--- src/rtl/warn_sign_pkg.sv ---
package warn_sign_pkg;
  localparam int unsigned DEF_GROUPS = 3;

  function automatic logic [31:0] advance(logic [31:0] cur, logic en,
                                          logic [31:0] last_step);
    if (!en) return 32'd0;
    if (cur >= last_step) return 32'd0;
    return cur + 32'd1;
  endfunction
endpackage

--- src/rtl/sign_step_ctr.sv ---
module sign_step_ctr #(
  parameter int unsigned GROUPS = warn_sign_pkg::DEF_GROUPS,
  localparam int unsigned STEP_W = $clog2(GROUPS + 1)
) (
  input  logic              clk,
  input  logic              rst,
  input  logic              en,
  output logic [STEP_W-1:0] step_q,
  output logic [STEP_W-1:0] step_d
);
  localparam logic [31:0] LAST = 32'(GROUPS);

  always_comb begin
    step_d = STEP_W'(warn_sign_pkg::advance(32'(step_q), en, LAST));
  end

  always_ff @(posedge clk) begin
    if (rst) step_q <= '0;
    else     step_q <= step_d;
  end
endmodule

--- src/rtl/sign_lamp_decode.sv ---
module sign_lamp_decode #(
  parameter int unsigned GROUPS = warn_sign_pkg::DEF_GROUPS,
  localparam int unsigned STEP_W = $clog2(GROUPS + 1)
) (
  input  logic [STEP_W-1:0] step_i,
  output logic [GROUPS-1:0] grp_o
);
  for (genvar g = 0; g < GROUPS; g++) begin : g_thermo
    assign grp_o[g] = (step_i > STEP_W'(g));
  end
endmodule

--- src/rtl/sign_lamp_reg.sv ---
module sign_lamp_reg #(
  parameter int unsigned GROUPS = warn_sign_pkg::DEF_GROUPS
) (
  input  logic              clk,
  input  logic              rst,
  input  logic [GROUPS-1:0] d,
  output logic [GROUPS-1:0] q
);
  always_ff @(posedge clk) begin
    if (rst) q <= '0;
    else     q <= d;
  end
endmodule

--- src/rtl/warn_sign_ctrl.sv ---
module warn_sign_ctrl #(
  parameter int unsigned GROUPS = warn_sign_pkg::DEF_GROUPS
) (
  input  logic              clk,
  input  logic              rst,
  input  logic              switch_on,
  output logic [GROUPS-1:0] lamp_grp
);
  localparam int unsigned STEP_W = $clog2(GROUPS + 1);

  logic [STEP_W-1:0] step_q;
  logic [STEP_W-1:0] step_d;
  logic [GROUPS-1:0] grp_next;

  sign_step_ctr #(.GROUPS(GROUPS)) u_ctr (
    .clk(clk), .rst(rst), .en(switch_on), .step_q(step_q), .step_d(step_d)
  );

  sign_lamp_decode #(.GROUPS(GROUPS)) u_dec (
    .step_i(step_d), .grp_o(grp_next)
  );

  sign_lamp_reg #(.GROUPS(GROUPS)) u_out (
    .clk(clk), .rst(rst), .d(grp_next), .q(lamp_grp)
  );
endmodule

--- config.mk ---
export PLATFORM = sky130hd
export DESIGN_NAME = warn_sign_ctrl
export DESIGN_NICKNAME = d
export VERILOG_FILES = /design/src/rtl/warn_sign_pkg.sv /design/src/rtl/sign_step_ctr.sv /design/src/rtl/sign_lamp_decode.sv /design/src/rtl/sign_lamp_reg.sv /design/src/rtl/warn_sign_ctrl.sv
export SDC_FILE = /design/constraint.sdc
export NUM_CORES = 1
export LEC_CHECK = 0
export ABC_CLOCK_PERIOD_IN_PS = 3500
export BUFFER_PORTS_ARGS = -buffer_cell sky130_fd_sc_hd__buf_2
export CAP_MARGIN = 20
export CORE_AREA = 8 8 45 47
export DETAILED_ROUTE_END_ITERATION = 12
export DIE_AREA = 0 0 53 55
export PLACE_DENSITY = 0.39
export SLEW_MARGIN = 25
export SYNTH_ARGS = -nofsm -noshare
export SYNTH_HDL_FRONTEND = slang
export SYNTH_SLANG_ARGS = --single-unit
--- constraint.sdc ---
create_clock -name clk -period 3.5 [get_ports clk]
set_clock_uncertainty 0.1 [all_clocks]
set_input_delay 0.175 -clock clk [delete_from_list [all_inputs] [get_ports clk]]
set_output_delay 0.175 -clock clk [all_outputs]
set_load 0.01 [all_outputs]
; ---- After elaboration in Yosys (flattened, before gate mapping)
; Cells that the tools add are included.
; W data, S select, Z words.
[word_totals]
ff_bits = 5
latch_bits = 0
ramBits = 0
romBits = 0
input_bits = 3
output_inout_bits = 3
elab_cells = 13
n_memories = 0
[op_classes]
n_addsub = 1
n_mul = 0
div = 0
n_lt_le_gt_ge = 4
eq_ne = 0
shifts = 0
n_mux = 6
bitwise_logic = 0
reduce_logical = 0
[op_table]
columns = operator, n
row1 = $mux W2, 4
row2 = $gt A2 B1 Y1 const B, 2
row3 = $add A2 B1 Y2 const B, 1
row4 = $ge A2 B2 Y1 const B, 1
row5 = $gt A2 B2 Y1 const B, 1
row6 = $mux W1, 2

; ---- Logic depth before layout (Yosys ltp)
; Gate-level depths: netlist (run 1).
[logic_depth]
depth_word = 6
depth_mapped = 3
ltp_nobuf = 3

; ---- Hierarchy
; Synthesis (run 1) repeated with hierarchy kept, for this count alone.
[unflattened]
cells_unflattened = 16
hier_area_um2 = 186.4
[by_module_without_submodules]
columns = mod, n_inst, cells_per_inst, area_each_um2, seq_area_each_um2
row1 = sign_step_ctr, 1, 7, 90.1, 40.0
row2 = sign_lamp_reg, 1, 6, 78.8, 60.1
row3 = sign_lamp_decode, 1, 3, 17.5, 0.0

; ---- Worst setup path after synthesis (run 1)
; Ideal clock, no wire load.
[synth_path]
kind = flip-flop to flip-flop
start = register u_ctr.step_q[0]
end = register u_out.q[2]
setup_ns = 0.117
arrival_time_ns = 0.939
required_ns = 3.283
setup_slack_ns = 2.344
stages_incl_launch_ff = 4
n_path_buf = 0
period_less_slack_ns = 1.156
cell_sequence = dfxtp_1 > ha_1 > and3b_2 > nor3b_2
[synth_between]
elab_chain_cells = 6
elab_cells_between_ends = 8
classes_between = 1 x add/sub / 2 x order compare / 5 x mux
[synth_rtl]
columns = item, line
row1 = "start, declared", sign_step_ctr.sv:8  ; output logic [STEP_W-1:0] step_q,
row2 = "start signal, assigned", sign_step_ctr.sv:19  ; else step_q <= step_d;
row3 = $ge A2 B2 Y1, warn_sign_pkg.sv:7  ; if (cur >= last_step) return 32'd0;
row4 = $mux W1 (2 in series), warn_sign_pkg.sv:7
row5 = $mux W2 *, warn_sign_pkg.sv:8  ; return cur + 32'd1;
row6 = $mux W2 *, warn_sign_pkg.sv:7
row7 = $gt A2 B2 Y1 *, sign_lamp_decode.sv:9  ; assign grp_o[g] = (step_i > STEP_W'(g));
row8 = "end signal, assigned", sign_lamp_reg.sv:10  ; if (rst) q <= '0;
row9 = "end signal, assigned", sign_lamp_reg.sv:11  ; else q <= d;
row10 = "end, declared", sign_lamp_reg.sv:7  ; output logic [GROUPS-1:0] q
; Mark *: on every way between the ends. The rest lies on a longest branch, timed or not. The select of a mux whose other input is x is not followed.
; A chain may end at the register's enable or synchronous reset.

; ---- Final worst setup path (run 1)
[layout_path]
start = register u_ctr.step_q[0]
end = register u_out.q[0]
[layout_between]
elab_chain_cells = 6
elab_cells_between_ends = 8
classes_between = 1 x add/sub / 2 x order compare / 5 x mux
[layout_rtl]
columns = item, line
row1 = $ge A2 B2 Y1, warn_sign_pkg.sv:7
row2 = $mux W1 (2 in series), warn_sign_pkg.sv:7
row3 = $mux W2 *, warn_sign_pkg.sv:8
row4 = $mux W2 *, warn_sign_pkg.sv:7
row5 = $gt A2 B1 Y1 *, sign_lamp_decode.sv:9
; Marked as above.

==> results by group, run 1 <==
Outcome
  – Status: completed

Finish
  – Fill count: between 150 and 200
  – Non-Filler Instances: 34
  – Area delta synth->final: 40.3%
  – Fin nets: 24
  – Diodes inserted: 0
  – Share of cells above drive strength 1: 61.1%

Worst setup path
  – Critical Path End Type: register
  – CP Class: reg -> reg
  – Worst EP required: 3520 ps
  – Worst Setup SP: u_ctr.step_q[0]$_SDFF_PP0_
  – CP max FO: 4
  – CP Launch Type: register
  – Crit-path cells: ha_1, o21bai_1, and3b_2
  – Critical Path Slowest Stage Cell: dfxtp_1
  – Critical path buffers and inverters: 0
  – CP top delay family: flip-flops
  – WP data arrival: 1250 ps
  – FF-to-FF Start: u_ctr.step_q[0]$_SDFF_PP0_
  – Largest stage delay, worst path: between 300 and 400 ps

GRT
  – First-pass GRT wire length: ~520 µm
  – Number of global-route vias before repair: ~130
  – Initial antenna violation count: 0
  – GR Util All Layers: under 10%
  – Largest net degree at the start of global routing: 5
  – Total gr overflow: 0

STA
  – Fmax: roughly 0.81 GHz
  – Setup TNS: 0 ps
  – Period Utilization, post-route: between 30% and 40%
  – Final number of setup-violating endpoints: 0
  – Least-Margin Pin Slew: about 210 ps
  – Final hold vios: 0
  – Minimum clock period: approximately 1200 ps
  – Max Slew Vio Count: 0
  – RSZ-0062 raised after global routing: no
  – Slew HR: between 80 and 90%

Logic synthesis
  – Ys Warns: 0
  – Avg Inst Size Synth: ~14 µm²
  – Mapped Cells: 11
  – Syn nets: 15
  – Yosys top cell area share: a little over half
  – Synth area leaders: dfxtp_1 54%, and3b_2 13%, ha_1 8.4%
  – Mapped cell area: approximately 150 µm²
  – Cell taking the most area after synthesis: dfxtp_1
  – Unique masters post-synth: 7
  – Register area share after synthesis: roughly 54%
  – #FFs+latches synth: 4

Worst hold path
  – Hold Path Class: in -> reg
  – HP Start: rst

Floorplan
  – Initial Util: a little over a tenth
  – Die W: 53 µm
  – Die ar.: just under 3000 µm²
  – Core box area: ~1400 µm²
  – Die Span Y: between 50 and 60 µm
  – Num rows: 14
  – I/O pin cnt: 6

Route
  – WL/cell: between 8 and 9 µm
  – Antenna-violating nets left: 0
  – Pre-Repair DR Iteration Count: 2
  – Via density per instance: 3.26
  – Routed WL: 305 µm
  – # DRC: 0
  – 1st-iter DRT viols: 1
  – Vias: about 110

CTS
  – Post-CTS Setup Bufs: 0
  – Hold Buf Count CTS: 0
  – Clock buffer depth: 2
  – Clock slew at reported path FFs: approximately 40 ps
  – Clk sinks: 4
  – CTS tree: done
  – Clock insertion delay at the later pin of the skew report: 230 ps
  – CTS Buf Count: 3
  – CTS root buf: clkbuf_4
  – H-tree depth: 1
  – Resized Gates After CTS: 0

Run
  – Number of max-cap violations: 0

Power
  – Clock power share: 49.3%
  – Combinational share of power: under 10%
  – P_sw: 0.0000218 W
  – Register share of total power: a little over two fifths
  – Int Power: 0.0000907 W
  – Lkg Pwr: 0.104 nW
  – Peak supply drop: 176 µV
  – Pwr/cell area: between 500 and 600 nW/µm²
  – Sw Share: between 10% and 20%

Placement
  – Port Buffers: 5
  – # placed instances: 31
  – Routability cong.: roughly 0.59
## layout make-up
class	instances	area (µm²)	share of cell area [%]
clock buffers	3	22.5	10.8
repair buffers	5	25.0	12.0
multi-input cells	6	61.3	29.3
well taps	16	20.0	9.58
flip-flops and latches	4	80.1	38.3
## cells in the mapped netlist
master    instances
and3b_2           2
buf_4             1
dfxtp_1           4
ha_1              1
nor3b_2           1
nor4b_1           1
o21bai_1          1
## per-stage QoR
step                area, µm²  util (%)  total power, W  setup slack [ps]  hold WS [ps]
finish                    209      15.1        0.000112              2270          25.2
global route              209      15.1        0.000120              2230          27.1
CTS                       209      15.1        0.000116              2270          20.0
detailed placement        186      13.5       0.0000579              2280           267
global placement          186      13.5       0.0000571              2320           259
floorplan                 149         -       0.0000545              2340           152
## kinds of logic (layout without fill, tap and decap cells)
logic type,count (synthesis),in the layout,synth area share [%]
buf+inv,1,8,5.04
flops,4,4,53.8
compound gates,1,1,5.04
simple gates,4,4,27.7
fa+ha+maj,1,1,8.40
## registers in the layout, indices dropped and copies added (netlist names)
signal,count
u_ctr.step_q,2
u_out.q,2
## worst register-to-register path, delay by kind of cell (launching register included)
family | cells | cell delay, ps
DFF | 1 | 380
AOI/OAI and AO/OA | 1 | 160
adders and majority gates | 1 | 260
and+or+nand+nor | 1 | 210
## power by group through the flow
stage / sequential [W] / clock [W] / combinational, W
final: 0.0000493 / 0.0000554 / 0.00000772
after global routing: 0.0000495 / 0.0000619 / 0.00000863
after CTS: 0.0000493 / 0.0000587 / 0.00000787
after detailed placement: 0.0000500 / 0 / 0.00000787
after global placement: 0.0000499 / 0 / 0.00000725
after floorplan: 0.0000504 / 0 / 0.00000412
## worst paths after layout
kind                                 to  slack [ps]  cells after the start
max               u_out.q[0]$_SDFF_PP0_        2270                      3
min          u_ctr.step_q[0]$_SDFF_PP0_          30                      2
min reg2reg       u_out.q[2]$_SDFF_PP0_         400                      1
max reg2reg       u_out.q[0]$_SDFF_PP0_        2270                      3
## placed cells by master, fill, tap and decap left out
cell,count
buf_2,5
dfxtp_1,4
clkbuf_4,3
and3b_2,2
o21bai_1,1
nor3b_2,1
nor4b_1,1
ha_1,1
## per-layer routing
| metal | wire (µm) | GRT usage, % | part of all wire [%] | up-vias |
|---|---|---|---|---|
| met5 | 0 | 0 | 0 | - |
| met4 | 4 | 2.59 | 1.3 | 0 |
| met3 | 78 | 4.55 | 26 | 2 |
| met2 | 81 | 2.15 | 27 | 8 |
| met1 | 139 | 2.88 | 46 | 46 |
| li1 | - | - | - | 55 |
(Power assumes the default switching activity.)
==> run 2: changes to the inputs <==
ABC_CLOCK_PERIOD_IN_PS = 1250   (was 3500)
clock period = 1.25 ns   (was 3.5 ns; I/O delays follow)
==> results by group, run 2 (synthesis results as in run 1) <==
Outcome
  – Status: completed

CTS
  – CTS Buf Count: 3
  – Clk sinks: 4
  – Clock insertion delay at the later pin of the skew report: roughly 230 ps
  – CTS tree: done
  – H-tree depth: 1
  – Post-CTS Setup Bufs: 0
  – Clock buffer depth: 2
  – Clock slew at reported path FFs: around 40 ps
  – CTS root buf: clkbuf_4
  – Resized Gates After CTS: 0

Finish
  – Fill count: around 160
  – Design area: 226 µm²
  – Fin nets: 26
  – Most frequent cells in the layout: 5 x buf_2, 4 x dfxtp_1, 3 x clkbuf_4
  – Commonest non-fill, non-tap cell in the layout: buf_2
  – Share of cells above drive strength 1: 60.0%
  – Diodes inserted: 0
  – Area delta synth->final: 52.1%
  – Largest registers in the final layout: u_ctr.step_q x2, u_out.q x2

Worst setup path
  – Worst EP required: 1270 ps
  – R2r setup slk: around 73 ps
  – Largest stage delay, worst path: 300 ps
  – WP data arrival: about 1200 ps
  – Critical path buffers and inverters: 0
  – CP top delay family: simple AND/OR/NAND/NOR gates
  – Critical Path End Type: register
  – Crit-path cells: ha_1, and3b_2, nor3b_2
  – CP Launch Type: register
  – Critical Path Slowest Stage Cell: dfxtp_1
  – CP max FO: 2
  – CP Class: reg -> reg

Route
  – Via density per instance: 3.11
  – WL/cell: 8.36 µm
  – Vias: about 110
  – Routed WL: approximately 300 µm
  – Pre-Repair DR Iteration Count: 1
  – Antenna-violating nets left: 0
  – # DRC: 0
  – 1st-iter DRT viols: 0

Floorplan
  – Die W: roughly 53 µm
  – Die Span Y: ~55 µm
  – I/O pin cnt: 6
  – Initial Util: a little over a tenth
  – Die ar.: between 2000 and 3000 µm²
  – Core box area: ~1400 µm²
  – Num rows: 14

STA
  – Setup TNS: 0 ps
  – Least-Margin Pin Slew: between 200 and 250 ps
  – Max Slew Vio Count: 0
  – RSZ-0062 raised after global routing: no
  – Period Utilization, post-route: a little over nine tenths
  – Final hold vios: 0
  – Final number of setup-violating endpoints: 0
  – Minimum clock period: around 1200 ps
  – Slew HR: between 80% and 90%
  – Fmax: roughly 0.85 GHz

Power
  – Lkg Pwr: 0.113 nW
  – Int Power: approximately 0.00026 W
  – Peak supply drop: 428 µV
  – Sw Share: around 20%
  – Combinational share of power: around 8.5%
  – Register share of total power: approximately 42%
  – P_sw: around 0.000066 W
  – Pwr/cell area: approximately 1400 nW/µm²
  – Clock power share: between 40% and 50%

GRT
  – Initial antenna violation count: 0
  – First-pass GRT wire length: a little over 500 µm
  – Total gr overflow: 0
  – Number of global-route vias before repair: about 120
  – GR Util All Layers: slightly below 3%
  – Largest net degree at the start of global routing: 4

Worst hold path
  – Hold Path Class: in -> reg

Run
  – Number of max-cap violations: 0

Placement
  – Port Buffers: 5
  – Routability cong.: 0.591
  – DP Area: between 150 and 200 µm²
[run 2: path summary, 6_finish.rpt]
kind                                 to                        from  depth (start not counted)
max               u_out.q[2]$_SDFF_PP0_  u_ctr.step_q[1]$_SDFF_PP0_                          3
min          u_ctr.step_q[0]$_SDFF_PP0_                   switch_on                          2
max reg2reg       u_out.q[2]$_SDFF_PP0_  u_ctr.step_q[1]$_SDFF_PP0_                          3
min reg2reg       u_out.q[2]$_SDFF_PP0_  u_ctr.step_q[0]$_SDFF_PP0_                          2
[run 2: cell type report]
type / count / area [µm²] / share of cell area [%]
Sequential cell: 4 / 80.1 / 35.4
Tap cell: 16 / 20.0 / 8.84
Clock buffer: 3 / 22.5 / 9.94
Timing Repair Buffer: 7 / 42.5 / 18.8
Multi-Input combinational cell: 6 / 61.3 / 27.1
[run 2: power groups by stage]
stage	registers, W	logic [W]	clock network [W]
final	0.000136	0.0000275	0.000160
after detailed placement	0.000139	0.0000257	0
after floorplan	0.000141	0.0000115	0
after global routing	0.000137	0.0000307	0.000179
after global placement	0.000138	0.0000240	0
after CTS	0.000137	0.0000280	0.000169
[run 2: worst reg2reg max path, stage by stage (launching register included)]
cell	delay (ps)
dfxtp_1	300
ha_1	300
and3b_2	220
nor3b_2	140
[run 2: timing repair]
| item | CTS | global route |
|---|---|---|
| hold endpoints to repair | 1 | 0 |
| endpoints found under the setup margin | 0 | 0 |
| hold buffers | 1 | 0 |
[run 2: per-layer routing]
layer | global-route usage, % | share of wire (%) | vias up
met4 | 2.59 | 0 | 0
li1 | - | - | 58
met1 | 3.04 | 57 | 48
met5 | 0 | 0 | -
met2 | 2.34 | 29 | 6
met3 | 4.28 | 15 | 0
[run 2: stage by stage]
stage	hold slack, ps	power, W	utilization, %	setup WS [ps]	std cells
2_1_floorplan	39.2	0.000153	-	93.8	11
3_3_place_gp	145	0.000162	14.0	96.0	32
3_5_place_dp	152	0.000164	14.0	74.1	32
4_1_cts	3.45	0.000333	16.4	67.8	36
5_1_grt	12.5	0.000347	16.4	40.7	36
6_report	9.44	0.000324	16.4	72.7	36
==> run 3: changes to the inputs <==
ABC_CLOCK_PERIOD_IN_PS = 1000   (was 1250)
CTS_CLUSTER_SIZE = 30   (was default)
PLACE_DENSITY = 0.4   (was 0.39)
RECOVER_POWER = 100   (was default)
clock period = 1 ns   (was 1.25 ns; I/O delays follow)
==> results by group, run 3 (synthesis results as in run 1) <==
Power
  – P_sw: ~0.000085 W
  – Combinational share of power: 9.4%
  – Overall Power: 0.000412 W
  – Clock power share: 48.5%
  – Int Power: approximately 0.00033 W
  – Peak supply drop: between 300 and 400 µV
  – Lkg Pwr: between 0.1 and 0.15 nW
  – Register share of total power: a little over two fifths
  – Sw Share: 20.6%
  – Pwr/cell area: 1660 nW/µm²

Finish
  – Design area: about 250 µm²
  – Area delta synth->final: 67.2%
  – Share of cells above drive strength 1: about three fifths
  – Fin nets: 27
  – Fill count: 157
  – Largest registers in the final layout: u_ctr.step_q x2, u_out.q x2
  – Most frequent cells in the layout: 3 x clkbuf_4, 3 x buf_2
  – Diodes inserted: 0

CTS
  – Clock insertion delay at the later pin of the skew report: 230 ps
  – CTS Buf Count: 3
  – H-tree depth: 1
  – Clk sinks: 4
  – Clock buffer depth: 2
  – CTS tree: done
  – CTS root buf: clkbuf_4
  – Resized Gates After CTS: 0
  – Clock slew at reported path FFs: ~40 ps

STA
  – Fmax: ~0.9 GHz
  – Max Slew Vio Count: 0
  – Hold slack: 26.5 ps
  – Least-Margin Pin Slew: around 210 ps
  – Final worst slack: -107 ps
  – Period Utilization, post-route: 111%
  – Final hold vios: 0
  – Final number of setup-violating endpoints: 2
  – Minimum clock period: 1110 ps
  – RSZ-0062 raised after global routing: yes
  – Setup TNS: -207 ps
  – Slew HR: between 80% and 90%

Route
  – Routed WL: approximately 360 µm
  – WL/cell: just under 10 µm
  – Via density per instance: 3.11
  – # DRC: 0
  – 1st-iter DRT viols: 0
  – Vias: 115
  – Pre-Repair DR Iteration Count: 1
  – Antenna-violating nets left: 0

Placement
  – Pre-CTS setup slack: -124 ps
  – Port Buffers: 5
  – DP Area: around 210 µm²
  – Routability cong.: ~0.65
  – Post-DP HPWL: ~260 µm

Floorplan
  – Die Span Y: between 50 and 60 µm
  – I/O pin cnt: 6
  – Core box area: ~1400 µm²
  – Initial Util: a little over a tenth
  – Num rows: 14
  – Die W: around 53 µm
  – Die ar.: ~2900 µm²

Worst setup path
  – Largest stage delay, worst path: 330 ps
  – Worst EP required: 1020 ps
  – CP top delay family: simple AND/OR/NAND/NOR gates
  – CP Launch Type: register
  – WP data arrival: approximately 1100 ps
  – Critical Path End Type: register
  – Critical Path Slowest Stage Cell: dfxtp_2
  – CP Class: reg -> reg
  – Crit-path cells: ha_4, and3b_2, nor3b_2
  – Critical path buffers and inverters: 0
  – CP max FO: 2

GRT
  – First-pass GRT wire length: about 520 µm
  – Largest net degree at the start of global routing: 4
  – GR Util All Layers: under 10%
  – Number of global-route vias before repair: ~140
  – Initial antenna violation count: 0
  – Total gr overflow: 0

Outcome
  – Status: finished with violations
  – Failing checks: setup timing

Worst hold path
  – Hold Path Class: in -> reg

Run
  – Number of max-cap violations: 0
[run 3: cell count changes in the layout (fill, tap and decap cells not counted), sizes merged]
cell,before,now
buf,6,4
clkbuf,3,5
dlygate4sd3,1,2
[run 3: power by group through the flow]
stage                     registers, W   logic, W  clock network [W]
final                         0.000174  0.0000389           0.000200
after detailed placement      0.000176  0.0000346                  0
after global placement        0.000175  0.0000316                  0
after CTS                     0.000173  0.0000404           0.000212
after global routing          0.000174  0.0000426           0.000215
after floorplan               0.000179  0.0000157                  0
[run 3: area by class of cell]
cell class	instances	area (µm²)	share of cell area [%]
clock buffers	3	22.5	9.05
multi-input cells	6	73.8	29.6
flip-flops and latches	4	82.6	33.2
well taps	16	20.0	8.04
repair buffers	8	50.0	20.1
[run 3: per-layer routing]
| metal | up-vias | GRT usage (%) | share of wire, % |
|---|---|---|---|
| li1 | 59 | - | - |
| met2 | 6 | 2.93 | 35 |
| met5 | - | 0 | 0 |
| met1 | 50 | 2.28 | 45 |
| met3 | 0 | 4.01 | 19 |
| met4 | 0 | 3.88 | 0 |
[run 3: final timing paths]
kind                            slack, ps                    endpoint                       start  cells past startpoint
worst max register to register       -110       u_out.q[2]$_SDFF_PP0_  u_ctr.step_q[0]$_SDFF_PP0_                      3
worst min register to register        450  u_ctr.step_q[0]$_SDFF_PP0_  u_ctr.step_q[0]$_SDFF_PP0_                      2
worst min-delay path                   30       u_out.q[0]$_SDFF_PP0_                   switch_on                      2
worst max-delay path                 -110       u_out.q[2]$_SDFF_PP0_  u_ctr.step_q[0]$_SDFF_PP0_                      3
[run 3: through the flow]
| stage | utilization [%] | std cells |
|---|---|---|
| after detailed placement | 15.1 | 32 |
| after CTS | 18.2 | 37 |
| after global placement | 15.1 | 32 |
| after global routing | 18.0 | 37 |
| after floorplan | - | 11 |
| final | 18.0 | 37 |
[run 3: timing repair]
| item | CTS | global route |
|---|---|---|
| hold buffers | 2 | 0 |
| hold endpoints to repair | 1 | 0 |
| endpoints found under the setup margin | 2 | 2 |
| pin swaps | 3 | 0 |
| setup buffers | 0 | 0 |
